$ cat config.mk
export PLATFORM = sky130hd
export DESIGN_NAME = flash_wp_ctrl
export DESIGN_NICKNAME = d
export VERILOG_FILES = /design/src/rtl/wp_pkg.sv /design/src/rtl/wp_regs.sv /design/src/rtl/wp_range.sv /design/src/rtl/wp_decide.sv /design/src/rtl/flash_wp_ctrl.sv
export SDC_FILE = /design/constraint.sdc
export NUM_CORES = 1
export LEC_CHECK = 0
export ABC_AREA = 1
export BUFFER_PORTS_ARGS = -buffer_cell sky130_fd_sc_hd__buf_2
export CORE_UTILIZATION = 44
export DETAILED_ROUTE_END_ITERATION = 8
export PLACE_DENSITY_LB_ADDON = 0.05
export SETUP_SLACK_MARGIN = 0.05
export SYNTH_ARGS = -nofsm -noshare
export SYNTH_HDL_FRONTEND = slang
export SYNTH_SLANG_ARGS = --single-unit
$ cat constraint.sdc
create_clock -name clk -period 5 [get_ports clk]
set_clock_uncertainty 0.05 [all_clocks]
set_input_delay 0.5 -clock clk [delete_from_list [all_inputs] [get_ports clk]]
set_output_delay 0.5 -clock clk [all_outputs]
set_load 0.005 [all_outputs]
$ cat src/rtl/wp_pkg.sv
package wp_pkg;
  localparam int CODE_W = 3;
  // Codes 1..(2^CODE_W - 2) double the region; the top code covers all.
  localparam int FRAC_W = (1 << CODE_W) - 2;
  localparam int SPAN_W = FRAC_W + 1;
  localparam logic [CODE_W-1:0] CODE_NONE = '0;
  localparam logic [CODE_W-1:0] CODE_ALL  = '1;

  // Number of 1/2^FRAC_W slices covered by a code.
  function automatic logic [SPAN_W-1:0] wp_span(logic [CODE_W-1:0] code);
    logic [SPAN_W-1:0] one;
    one = SPAN_W'(1);
    if (code == CODE_NONE) return '0;
    return one << (code - 1'b1);
  endfunction

  // Range membership of an address slice index, no division needed.
  function automatic logic wp_covers(logic [FRAC_W-1:0] slice,
                                     logic [CODE_W-1:0] code,
                                     logic bottom);
    logic [SPAN_W-1:0] n;
    logic [SPAN_W-1:0] s;
    logic [SPAN_W-1:0] full;
    n    = wp_span(code);
    s    = {1'b0, slice};
    full = SPAN_W'(1) << FRAC_W;
    if (bottom) return s < n;
    return s >= (full - n);
  endfunction
endpackage

$ cat src/rtl/wp_regs.sv
module wp_regs
  import wp_pkg::*;
(
  input  logic              clk,
  input  logic              por_n,
  input  logic              sys_rst_n,
  input  logic              wr_en,
  input  logic [CODE_W-1:0] wr_code,
  input  logic              wr_bottom,
  input  logic              wr_freeze,
  output logic [CODE_W-1:0] code_q,
  output logic              bottom_q,
  output logic              frozen_q,
  output logic              wr_accept
);
  assign wr_accept = wr_en & ~frozen_q;

  always_ff @(posedge clk or negedge por_n) begin
    if (!por_n) begin
      code_q   <= CODE_NONE;
      bottom_q <= 1'b0;
      frozen_q <= 1'b0;
    end else if (!sys_rst_n) begin
      if (!frozen_q) begin
        code_q   <= CODE_NONE;
        bottom_q <= 1'b0;
      end
    end else if (wr_accept) begin
      code_q   <= wr_code;
      bottom_q <= wr_bottom;
      frozen_q <= wr_freeze;
    end
  end
endmodule

$ cat src/rtl/wp_range.sv
module wp_range
  import wp_pkg::*;
(
  input  logic [FRAC_W-1:0] slice,
  input  logic [CODE_W-1:0] code,
  input  logic              bottom,
  output logic              hit
);
  assign hit = wp_covers(slice, code, bottom);
endmodule

$ cat src/rtl/wp_decide.sv
module wp_decide (
  input  logic range_hit,
  input  logic sect_lock,
  input  logic otp,
  input  logic frozen,
  output logic grant
);
  logic main_deny;
  assign main_deny = range_hit | sect_lock;
  assign grant     = otp ? ~frozen : ~main_deny;
endmodule

$ cat src/rtl/flash_wp_ctrl.sv
module flash_wp_ctrl
  import wp_pkg::*;
#(
  parameter int ADDR_W = 24
) (
  input  logic              clk,
  input  logic              por_n,
  input  logic              sys_rst_n,
  input  logic              wr_en,
  input  logic [CODE_W-1:0] wr_code,
  input  logic              wr_bottom,
  input  logic              wr_freeze,
  input  logic [ADDR_W-1:0] req_addr,
  input  logic              req_otp,
  input  logic              req_sect_lock,
  output logic              grant,
  output logic [CODE_W-1:0] prot_code,
  output logic              bottom_sel,
  output logic              frozen
);
  localparam int LOW_W = ADDR_W - FRAC_W;

  logic [FRAC_W-1:0] slice;
  logic              range_hit;
  logic              wr_accept;
  logic              unused_low;

  assign slice      = req_addr[ADDR_W-1 -: FRAC_W];
  assign unused_low = ^req_addr[LOW_W-1:0];

  wp_regs u_regs (
    .clk       (clk),
    .por_n     (por_n),
    .sys_rst_n (sys_rst_n),
    .wr_en     (wr_en),
    .wr_code   (wr_code),
    .wr_bottom (wr_bottom),
    .wr_freeze (wr_freeze),
    .code_q    (prot_code),
    .bottom_q  (bottom_sel),
    .frozen_q  (frozen),
    .wr_accept (wr_accept)
  );

  wp_range u_range (
    .slice  (slice),
    .code   (prot_code),
    .bottom (bottom_sel),
    .hit    (range_hit)
  );

  wp_decide u_decide (
    .range_hit (range_hit),
    .sect_lock (req_sect_lock),
    .otp       (req_otp),
    .frozen    (frozen),
    .grant     (grant)
  );
endmodule

## Yosys cells after proc, flatten, opt, wreduce, memory -nomap -nowiden

Index checks and enable logic that the tools add are counted.

| storage, ports and cells | value |
|---|---|
| register bits | 5 |
| bits of input ports | 35 |
| output and inout bits | 6 |
| word-level logic and storage cells | 30 |

| operators by class | value |
|---|---|
| $add $sub $neg | 2 |
| $lt $le $gt $ge | 2 |
| eq/ne operators | 2 |
| shifts and indexed selects | 1 |
| muxes and demuxes | 13 |
| bitwise gates (word level) | 4 |
| reductions and logical operators | 3 |

Operator list:

| cell | count |
|---|---|
| $mux W7 | 2 |
| $mux W3 | 3 |
| $mux W1 | 8 |
| $ge A6 B7 Y1 | 1 |
| $lt A6 B7 Y1 | 1 |
| $shl A1 B3 Y7 const A | 1 |
| $sub A7 B7 Y7 const A | 1 |
| $reduce_and A2 Y1 | 2 |
| $logic_not A3 Y1 | 1 |
| $sub A3 B1 Y3 const B | 1 |
| $ne A2 B1 Y1 const B | 1 |
| $ne A2 B2 Y1 const B | 1 |
| $not A1 Y1 | 2 |
| $and A1 B1 Y1 | 1 |
| $or A1 B1 Y1 | 1 |

## Logic depth before layout (Yosys ltp)

Gate-level depths: netlist of run 1.

| depth | value |
|---|---|
| depth after elaboration | 9 |
| mapped depth | 15 |
| depth with buffers taken out | 15 |

## By module

From an unflattened synthesis of run 1, not the netlist that was laid out.

| unflattened totals | value |
|---|---|
| cells, all modules | 108 |
| area total of the unflattened synthesis | 685.7 µm² |

By module, submodules not included:

| module | instances | cells an instance | area each (µm²) | sequential area each (µm²) |
|---|---|---|---|---|
| wp_range | 1 | 78 | 450.4 | 0.0 |
| wp_regs | 1 | 24 | 212.7 | 125.1 |
| wp_decide | 1 | 6 | 22.5 | 0.0 |

## Least setup slack after synthesis of run 1

No wires, ideal clock.

| timing | value |
|---|---|
| path type | reg-to-output |
| start point | register u_regs.code_q[1] |
| end point | output port grant |
| arrival | 1.936 ns |
| setup slack | 2.514 ns |
| cell stages (with the launch flop) | 13 |
| path buffers | 1 |
| cell sequence | dfrtp_1 -> buf_6 -> nor3_1 -> inv_1 -> ha_1 -> a22oi_1 -> ha_1 -> a21o_1 -> a21oi_1 -> nand2_1 -> nand2_1 -> nand3_1 -> nand2_1 |

| between the ends | value |
|---|---|
| longest elaborated chain between the ends | 9 |
| elaborated cells on any way between the ends | 13 |

Ends and longest elaborated chain:

| what | RTL line | source |
|---|---|---|
| start, declared | wp_regs.sv:11 | `output logic [CODE_W-1:0] code_q,` |
| start signal, assigned | wp_regs.sv:29 | `code_q <= wr_code;` |
| $sub A3 B1 Y3 / $logic_not A3 Y1 (equally long branches) | wp_pkg.sv:14, wp_pkg.sv:13 |  |
| $shl A1 B3 Y7 / $mux W1 (equally long branches) | wp_pkg.sv:14, wp_pkg.sv:13 |  |
| $mux W7 * | wp_pkg.sv:14 | `return one << (code - 1'b1);` |
| $sub A7 B7 Y7 / $lt A6 B7 Y1 (equally long branches) | wp_pkg.sv:28, wp_pkg.sv:27 |  |
| $ge A6 B7 Y1 / $mux W1 (equally long branches) | wp_pkg.sv:28, wp_pkg.sv:27 |  |
| $mux W1 * | wp_pkg.sv:28 | `return s >= (full - n);` |
| $or A1 B1 Y1 * | wp_decide.sv:9 | `assign main_deny = range_hit \| sect_lock;` |
| $not A1 Y1 * | wp_decide.sv:10 | `assign grant = otp ? ~frozen : ~main_deny;` |
| $mux W1 * | wp_decide.sv:10 |  |
| end, declared | flash_wp_ctrl.sv:16 | `output logic grant,` |

Mark *: on every way between the ends. The rest lies on a longest branch, timed or not. The select of a mux whose other input is x is not followed.

## Worst setup path in the final report of run 1

| timing | value |
|---|---|
| start point | register u_regs.code_q[0] |
| end point | output port grant |

Same word-level chain as after synthesis.

==> metrics.md, run 1 <==
| Metric | Value |
|---|---|
| Via count | `616` |
| WL/cell | `just over 9 um` |
| RSZ-0062 raised after global routing | `false` |
| Cells after synthesis | `90` |
| Multi-input gate area | `428 um^2` |
| DP HPWL | `between 1 and 1.5 mm` |
| WL final | `1.21 mm` |
| Final period util | `between 50% and 60%` |
| Synth warnings | `0` |
| Hold_ws | `between 0.009 and 0.01 ns` |
| First-pass DRT Iterations | `3` |
| Worst-Skew Late Latency | `0.24 ns` |
| Drt drc | `0` |
| Outcome | `completed` |
| Number of top-level pins | `between 40 and 50` |
| Worst vdd ir | `0.000162 V` |
| Leak pwr | `0.453 nW` |
| GRT Total Usage | `approximately 18%` |
| Pre-CTS setup slack | `2.28 ns` |
| Vias/cell | `4.74` |
| Hold WC Path Type | `in -> async` |
| Nets | `between 150 and 200` |
| Worst setup path class | `reg -> out` |
| # fillers | `146` |
| CTS buffer count | `3` |
| Max Fclk | `340 MHz` |
| Total gr overflow | `0` |
| Longest Clk Path Bufs | `2` |
| Core area | `1300 um^2` |
| CTS Sinks | `5` |
| Final critical path time including I/O delays and setup | `approximately 3 ns` |
| Synthesis-stage register bit count | `5` |
| Die height | `between 30 and 40 um` |
| Final Core Density | `between 50% and 60%` |
| Setup violators final | `0` |
| CTS H-Tree Depth | `1` |
| TNS Setup | `0 ns` |
| Sequential area share after synthesis | `20.3%` |
| Register Area | `between 100 and 150 um^2` |
| Arr. time, crit path | `2.39 ns` |
| Mean post-synth cell area | `6.85 um^2` |
| CTS Hold Bufs | `0` |
| Area Growth Syn to Fin | `23.3%` |
| Synth Cell Area | `617 um^2` |
| Root buf cell | `clkbuf_4` |
| Max-cap violations | `0` |
| Largest net degree at the start of global routing | `10` |
| Post-CTS setup buffers | `0` |
| DIE AREA | `approximately 1600 um^2` |
| Worst Setup End Kind | `primary output` |
| Clock transition at path regs | `0.05 ns` |
| Startpoint types | `register` |
| Layout cell share with drive strength beyond 1 | `27.0%` |
| 1st-iter DRT viols | `6` |
| Setup WS post-layout | `2.06 ns` |
| Port Buffer Count | `22` |
| Max Slew Vio Count | `0` |
| CTS tree | `yes` |
| Mapped Nets | `~140` |
| Initial Utilization | `between 40 and 50%` |
| Final antenna-violating net count | `0` |
| Crit path required time | `roughly 4.5 ns` |
| Fin. Hold Viols | `0` |
| Num rows | `13` |
| Post_cts resized | `0` |
| Antenna cell count | `0` |
| Slew @ Worst Pin | `around 0.48 ns` |
| Placer Congestion | `0.743` |
| Initial antenna violation count | `0` |
| CP max FO | `6` |
| Slew headroom | `approximately 68%` |
| First-pass GRT wire length | `1.88 mm` |
| Number of global-route vias before repair | `481` |
| Pwr dens | `202 nW/um^2` |
| Horiz. Die Dim | `around 39 um` |
| Synth cell types | `17` |
path summary, 6_finish.rpt:
path,slack (ns),startpoint,depth (start not counted),end
setup / recovery,2.06,u_regs.code_q[0]$_DFFE_PN0P_,13,grant
hold reg to reg,0.47,u_regs.frozen_q$_DFFE_PN0P_,2,u_regs.frozen_q$_DFFE_PN0P_
min in group clk,0.44,wr_code[2],3,u_regs.code_q[2]$_DFFE_PN0P_
max in group asynchronous,4.76,por_n,1,u_regs.code_q[0]$_DFFE_PN0P_
hold / removal,0.01,por_n,1,u_regs.bottom_q$_DFFE_PN0P_
setup reg to reg,3.87,u_regs.frozen_q$_DFFE_PN0P_,3,u_regs.bottom_q$_DFFE_PN0P_
per-stage QoR:
| stage | cell area, um^2 | cells | total power, mW |
|---|---|---|---|
| 2_1_floorplan | 617 | 90 | 0.0889 |
| 3_5_place_dp | 734 | 126 | 0.108 |
| 4_1_cts | 761 | 130 | 0.157 |
| 6_report | 761 | 130 | 0.154 |
| 3_3_place_gp | 734 | 126 | 0.106 |
| 5_1_grt | 761 | 130 | 0.171 |
cells by family after synthesis:
logic type	share of synthesized area, %
AND/OR/NAND/NOR	31.8
buffers and inverters	10.3
AO/OA/AOI/OAI	11.8
adder cells (fa/ha/maj)	24.3
flip-flops	20.3
XOR/XNOR	1.42
where the power goes:
part | leakage (nW) | internal [mW] | switching (mW)
Clock | 0.0150 | 0.0303 | 0.0178
Combinational | 0.380 | 0.0273 | 0.0306
Sequential | 0.0576 | 0.0432 | 0.00473
Total | 0.453 | 0.101 | 0.0531
layer usage:
layer	share of wire, %	routed length [um]	track usage, %	up-vias
met5	0	0	0	-
met4	0	0	5.17	0
met3	3.4	41	5.11	0
met2	45	544	28.3	12
met1	51	621	24.5	260
li1	-	-	-	344
state kept, by name, indices dropped and copies added, names as in the netlist:
name             cells
u_regs.bottom_q      1
u_regs.code_q        3
u_regs.frozen_q      1
synthesized netlist by cell type:
cell      n  share of area, %
nor2_1    4               2.4
nand3_1  10               8.1
xnor2_1   1               1.4
o21ai_0   6               4.9
nor3_1    1              0.81
dfrtp_1   5                20
buf_6     1               1.8
a21oi_1   4               3.2
inv_1    12               7.3
inv_2     2               1.2
a22oi_1   1               1.2
nand2_1  24                15
nand2_4   1               1.8
a21o_1    2               2.4
nand2_2   3               3.0
and3_1    1               1.0
ha_1     12                24
critical path, cell delays in order, from the launching register on:
cell and delay, ns:
dfrtp_1 0.43, inv_1 0.12, nor3_1 0.21, inv_1 0.07, ha_1 0.24, a22oi_1 0.20, ha_1 0.27, a21o_1 0.16
a21oi_1 0.11, nand2_1 0.07, nand2_1 0.06, nand3_1 0.06, nand2_1 0.05, buf_2 0.10
cell usage in the layout, fill, tap and decap left out, drive strengths merged:
master,n
nor2,4
a21o,2
clkbuf,4
inv,14
a21oi,4
buf,22
nor3,1
nand3,10
dfrtp,5
nand2,28
ha,12
o21ai,6
and3,1
a22oi,1
xnor2,1
area by class of cell:
class | instances | area share, %
tap | 15 | 2.47
timing repair buffer | 22 | 14.5
inverter | 14 | 6.91
clock buffer | 4 | 3.45
sequential | 5 | 16.4
multi-input combinational | 70 | 56.2
Power figures use the tool's default switching activity.
==> run 2: changes to the inputs <==
--- a/config.mk
+++ b/config.mk
@@ -7,7 +7,7 @@
 export LEC_CHECK = 0
 export ABC_AREA = 1
 export BUFFER_PORTS_ARGS = -buffer_cell sky130_fd_sc_hd__buf_2
-export CORE_UTILIZATION = 44
+export CORE_UTILIZATION = 40
 export DETAILED_ROUTE_END_ITERATION = 8
 export PLACE_DENSITY_LB_ADDON = 0.05
 export SETUP_SLACK_MARGIN = 0.05
==> constraint.sdc (replaced) <==
create_clock -name clk -period 2.85 [get_ports clk]
set_clock_uncertainty 0.05 [all_clocks]
set_input_delay 0.285 -clock clk [delete_from_list [all_inputs] [get_ports clk]]
set_output_delay 0.285 -clock clk [all_outputs]
set_load 0.005 [all_outputs]
==> metrics.md, run 2 (synthesized netlist as in run 1, its figures left out) <==
| Metric | Value |
|---|---|
| Outcome | `completed` |
| # fillers | `153` |
| Inst Count DP | `126` |
| Final Core Density | `57.7%` |
| WHS Endpoint | `u_regs.code_q[1]$_DFFE_PN0P_` |
| Via count | `637` |
| Most common cell after layout, fill and taps aside | `nand2_1` |
| Nets | `around 160` |
| Hold WC Path Type | `in -> reg` |
| Crit path required time | `approximately 2.5 ns` |
| Clk network pwr share | `28.9%` |
| Initial Utilization | `between 40% and 50%` |
| Placer Congestion | `0.708` |
| Most frequent cells in the layout | `nand2_1, buf_2, inv_1, ha_1, nand3_1` |
| Cell Area, Placed | `734 um^2` |
| Largest net degree at the start of global routing | `10` |
| Net Switching | `92.0 uW` |
| Final antenna-violating net count | `0` |
| 1st-iter DRT viols | `5` |
| Layout cell share with drive strength beyond 1 | `31.0%` |
| Hold path cells | `3` |
| WL final | `1.29 mm` |
| Final period util | `93.0%` |
| Sequential power share | `about a third` |
| Antenna cell count | `0` |
| Setup violators final | `0` |
| GRT Total Usage | `17.4%` |
| Slowest-stage cell, CP | `dfrtp_2` |
| Cell depth of the worst setup path | `12` |
| Sw Ratio | `33.9%` |
| Root buf cell | `clkbuf_4` |
| Number of global-route vias before repair | `approximately 500` |
| Worst vdd ir | `0.000201 V` |
| Critical path's most frequent cell | `nand2_1` |
| Core area | `about 1400 um^2` |
| Worst-Skew Late Latency | `0.23 ns` |
| Max FFs per register | `3` |
| First-pass GRT wire length | `1.95 mm` |
| Critical R2R Capture | `u_regs.code_q[0]$_DFFE_PN0P_` |
| Post-route insts no fill | `around 130` |
| Number of top-level pins | `41` |
| Startpoint types | `register` |
| Met1 Use GR | `a little over a fifth` |
| Num rows | `13` |
| Max Slew Vio Count | `0` |
| Reg2reg path depth | `3` |
| Power share of the combinational group | `between 30% and 40%` |
| Fin. Hold Viols | `0` |
| Arr. time, crit path | `2.32 ns` |
| Max-cap violations | `0` |
| Register Area | `129 um^2` |
| Max stage delay on crit path | `0.47 ns` |
| CTS H-Tree Depth | `1` |
| Clock transition at path regs | `roughly 0.040 ns` |
| Worst Setup End Kind | `primary output` |
| Pwr dens | `between 300 and 400 nW/um^2` |
| TNS Setup | `0 ns` |
| CTS buffer count | `3` |
| RSZ-0062 raised after global routing | `false` |
| Most Used Layer, Global Route | `met2` |
| CP max FO | `8` |
| Longest Clk Path Bufs | `2` |
| Leak pwr | `between 0.4 and 0.5 nW` |
| Crit path max-delay family | `adder cells` |
| Drt drc | `0` |
| P_int | `between 150 and 200 uW` |
| DP HPWL | `between 1 and 1.5 mm` |
| Slew @ Worst Pin | `0.465 ns` |
| CTS Sinks | `5` |
| Vias/cell | `4.86` |
| Port Buffer Count | `22` |
| Horiz. Die Dim | `41.3 um` |
| Design area | `slightly below 800 um^2` |
| Overall Power | `roughly 270 uW` |
| Slew headroom | `69.0%` |
| CTS tree | `yes` |
| GR Util met2 | `between 30 and 40%` |
| Biggest regs | `u_regs.code_q x3, u_regs.bottom_q x1, u_regs.frozen_q x1` |
| Die height | `41.3 um` |
| WP buf/inv | `2` |
| WL/cell | `9.83 um` |
| Post-CTS setup buffers | `0` |
| Reg with most FFs | `u_regs.code_q` |
| DIE AREA | `1700 um^2` |
| Total gr overflow | `0` |
| Worst-path cell chain | `inv_2 > nand3_1 > ha_2 > a22oi_1 > ha_1 > a21o_1 > a21oi_1 > nand2_1 > nand2_1 > nand3_1 > nand2_1 > buf_2` |
| Multi-input gate area | `about 440 um^2` |
| Reg2reg setup slack | `1.74 ns` |
| Global-route met3 utilization | `approximately 1.6%` |
| Final critical path time including I/O delays and setup | `2.65 ns` |
| RR Startpoint | `u_regs.frozen_q$_DFFE_PN0P_` |
| Area Growth Syn to Fin | `27.8%` |
| First-pass DRT Iterations | `2` |
| Hold Startpoint | `wr_code[1]` |
| Max Fclk | `377 MHz` |
| Worst setup path class | `reg -> out` |
| Initial antenna violation count | `0` |
[run 2: worst max path at each step]
stage / start / end / slack [ns]
final: u_regs.code_q[2]$_DFFE_PN0P_ / grant / 0.20
after detailed placement: u_regs.code_q[1]$_DFFE_PN0P_ / grant / 0.29
after CTS: u_regs.code_q[1]$_DFFE_PN0P_ / grant / 0.1
after global placement: u_regs.code_q[0]$_DFFE_PN0P_ / grant / 0.34
after global routing: u_regs.code_q[0]$_DFFE_PN0P_ / grant / 0.07
after floorplan: u_regs.code_q[1]$_DFFE_PN0P_ / grant / 0.58
[run 2: worst register-to-register path, cell delays in order (launching register included)]
cell and delay (ns):
dfrtp_1 0.38, a21oi_1 0.39, nand3_1 0.12, o21ai_0 0.09
[run 2: routing by layer]
| layer | up-vias | routed length [um] |
|---|---|---|
| li1 | 346 | - |
| met1 | 282 | 598 |
| met2 | 9 | 654 |
| met3 | 0 | 34 |
| met4 | 0 | 0 |
| met5 | - | 0 |
[run 2: cell type report]
class,count,share of cell area (%)
Multi-Input combinational cell,70,56.0
Sequential cell,5,16.3
Timing Repair Buffer,23,15.2
Inverter,14,6.67
Clock buffer,4,3.33
Tap cell,15,2.38
[run 2: power groups by stage]
| stage | logic (mW) | registers, mW | clock network [mW] |
|---|---|---|---|
| 3_5_place_dp | 0.104 | 0.0853 | 0 |
| 5_1_grt | 0.126 | 0.0872 | 0.0886 |
| 6_report | 0.106 | 0.0865 | 0.0784 |
| 3_3_place_gp | 0.101 | 0.0852 | 0 |
| 2_1_floorplan | 0.0732 | 0.0828 | 0 |
| 4_1_cts | 0.107 | 0.0846 | 0.0817 |
[run 2: metrics by stage]
step	hold slack (ns)	worst slack (ns)
floorplan	-0.0606	0.579
global placement	0.0524	0.343
detailed placement	0.0527	0.292
CTS	0.237	0.0991
global route	0.247	0.0653
finish	0.239	0.199
[run 2: what timing repair did]
action	CTS	global route
endpoints found under the hold margin	5	0
resized for setup	1	5
hold buffers	1	0
endpoints found under the setup margin	1	1
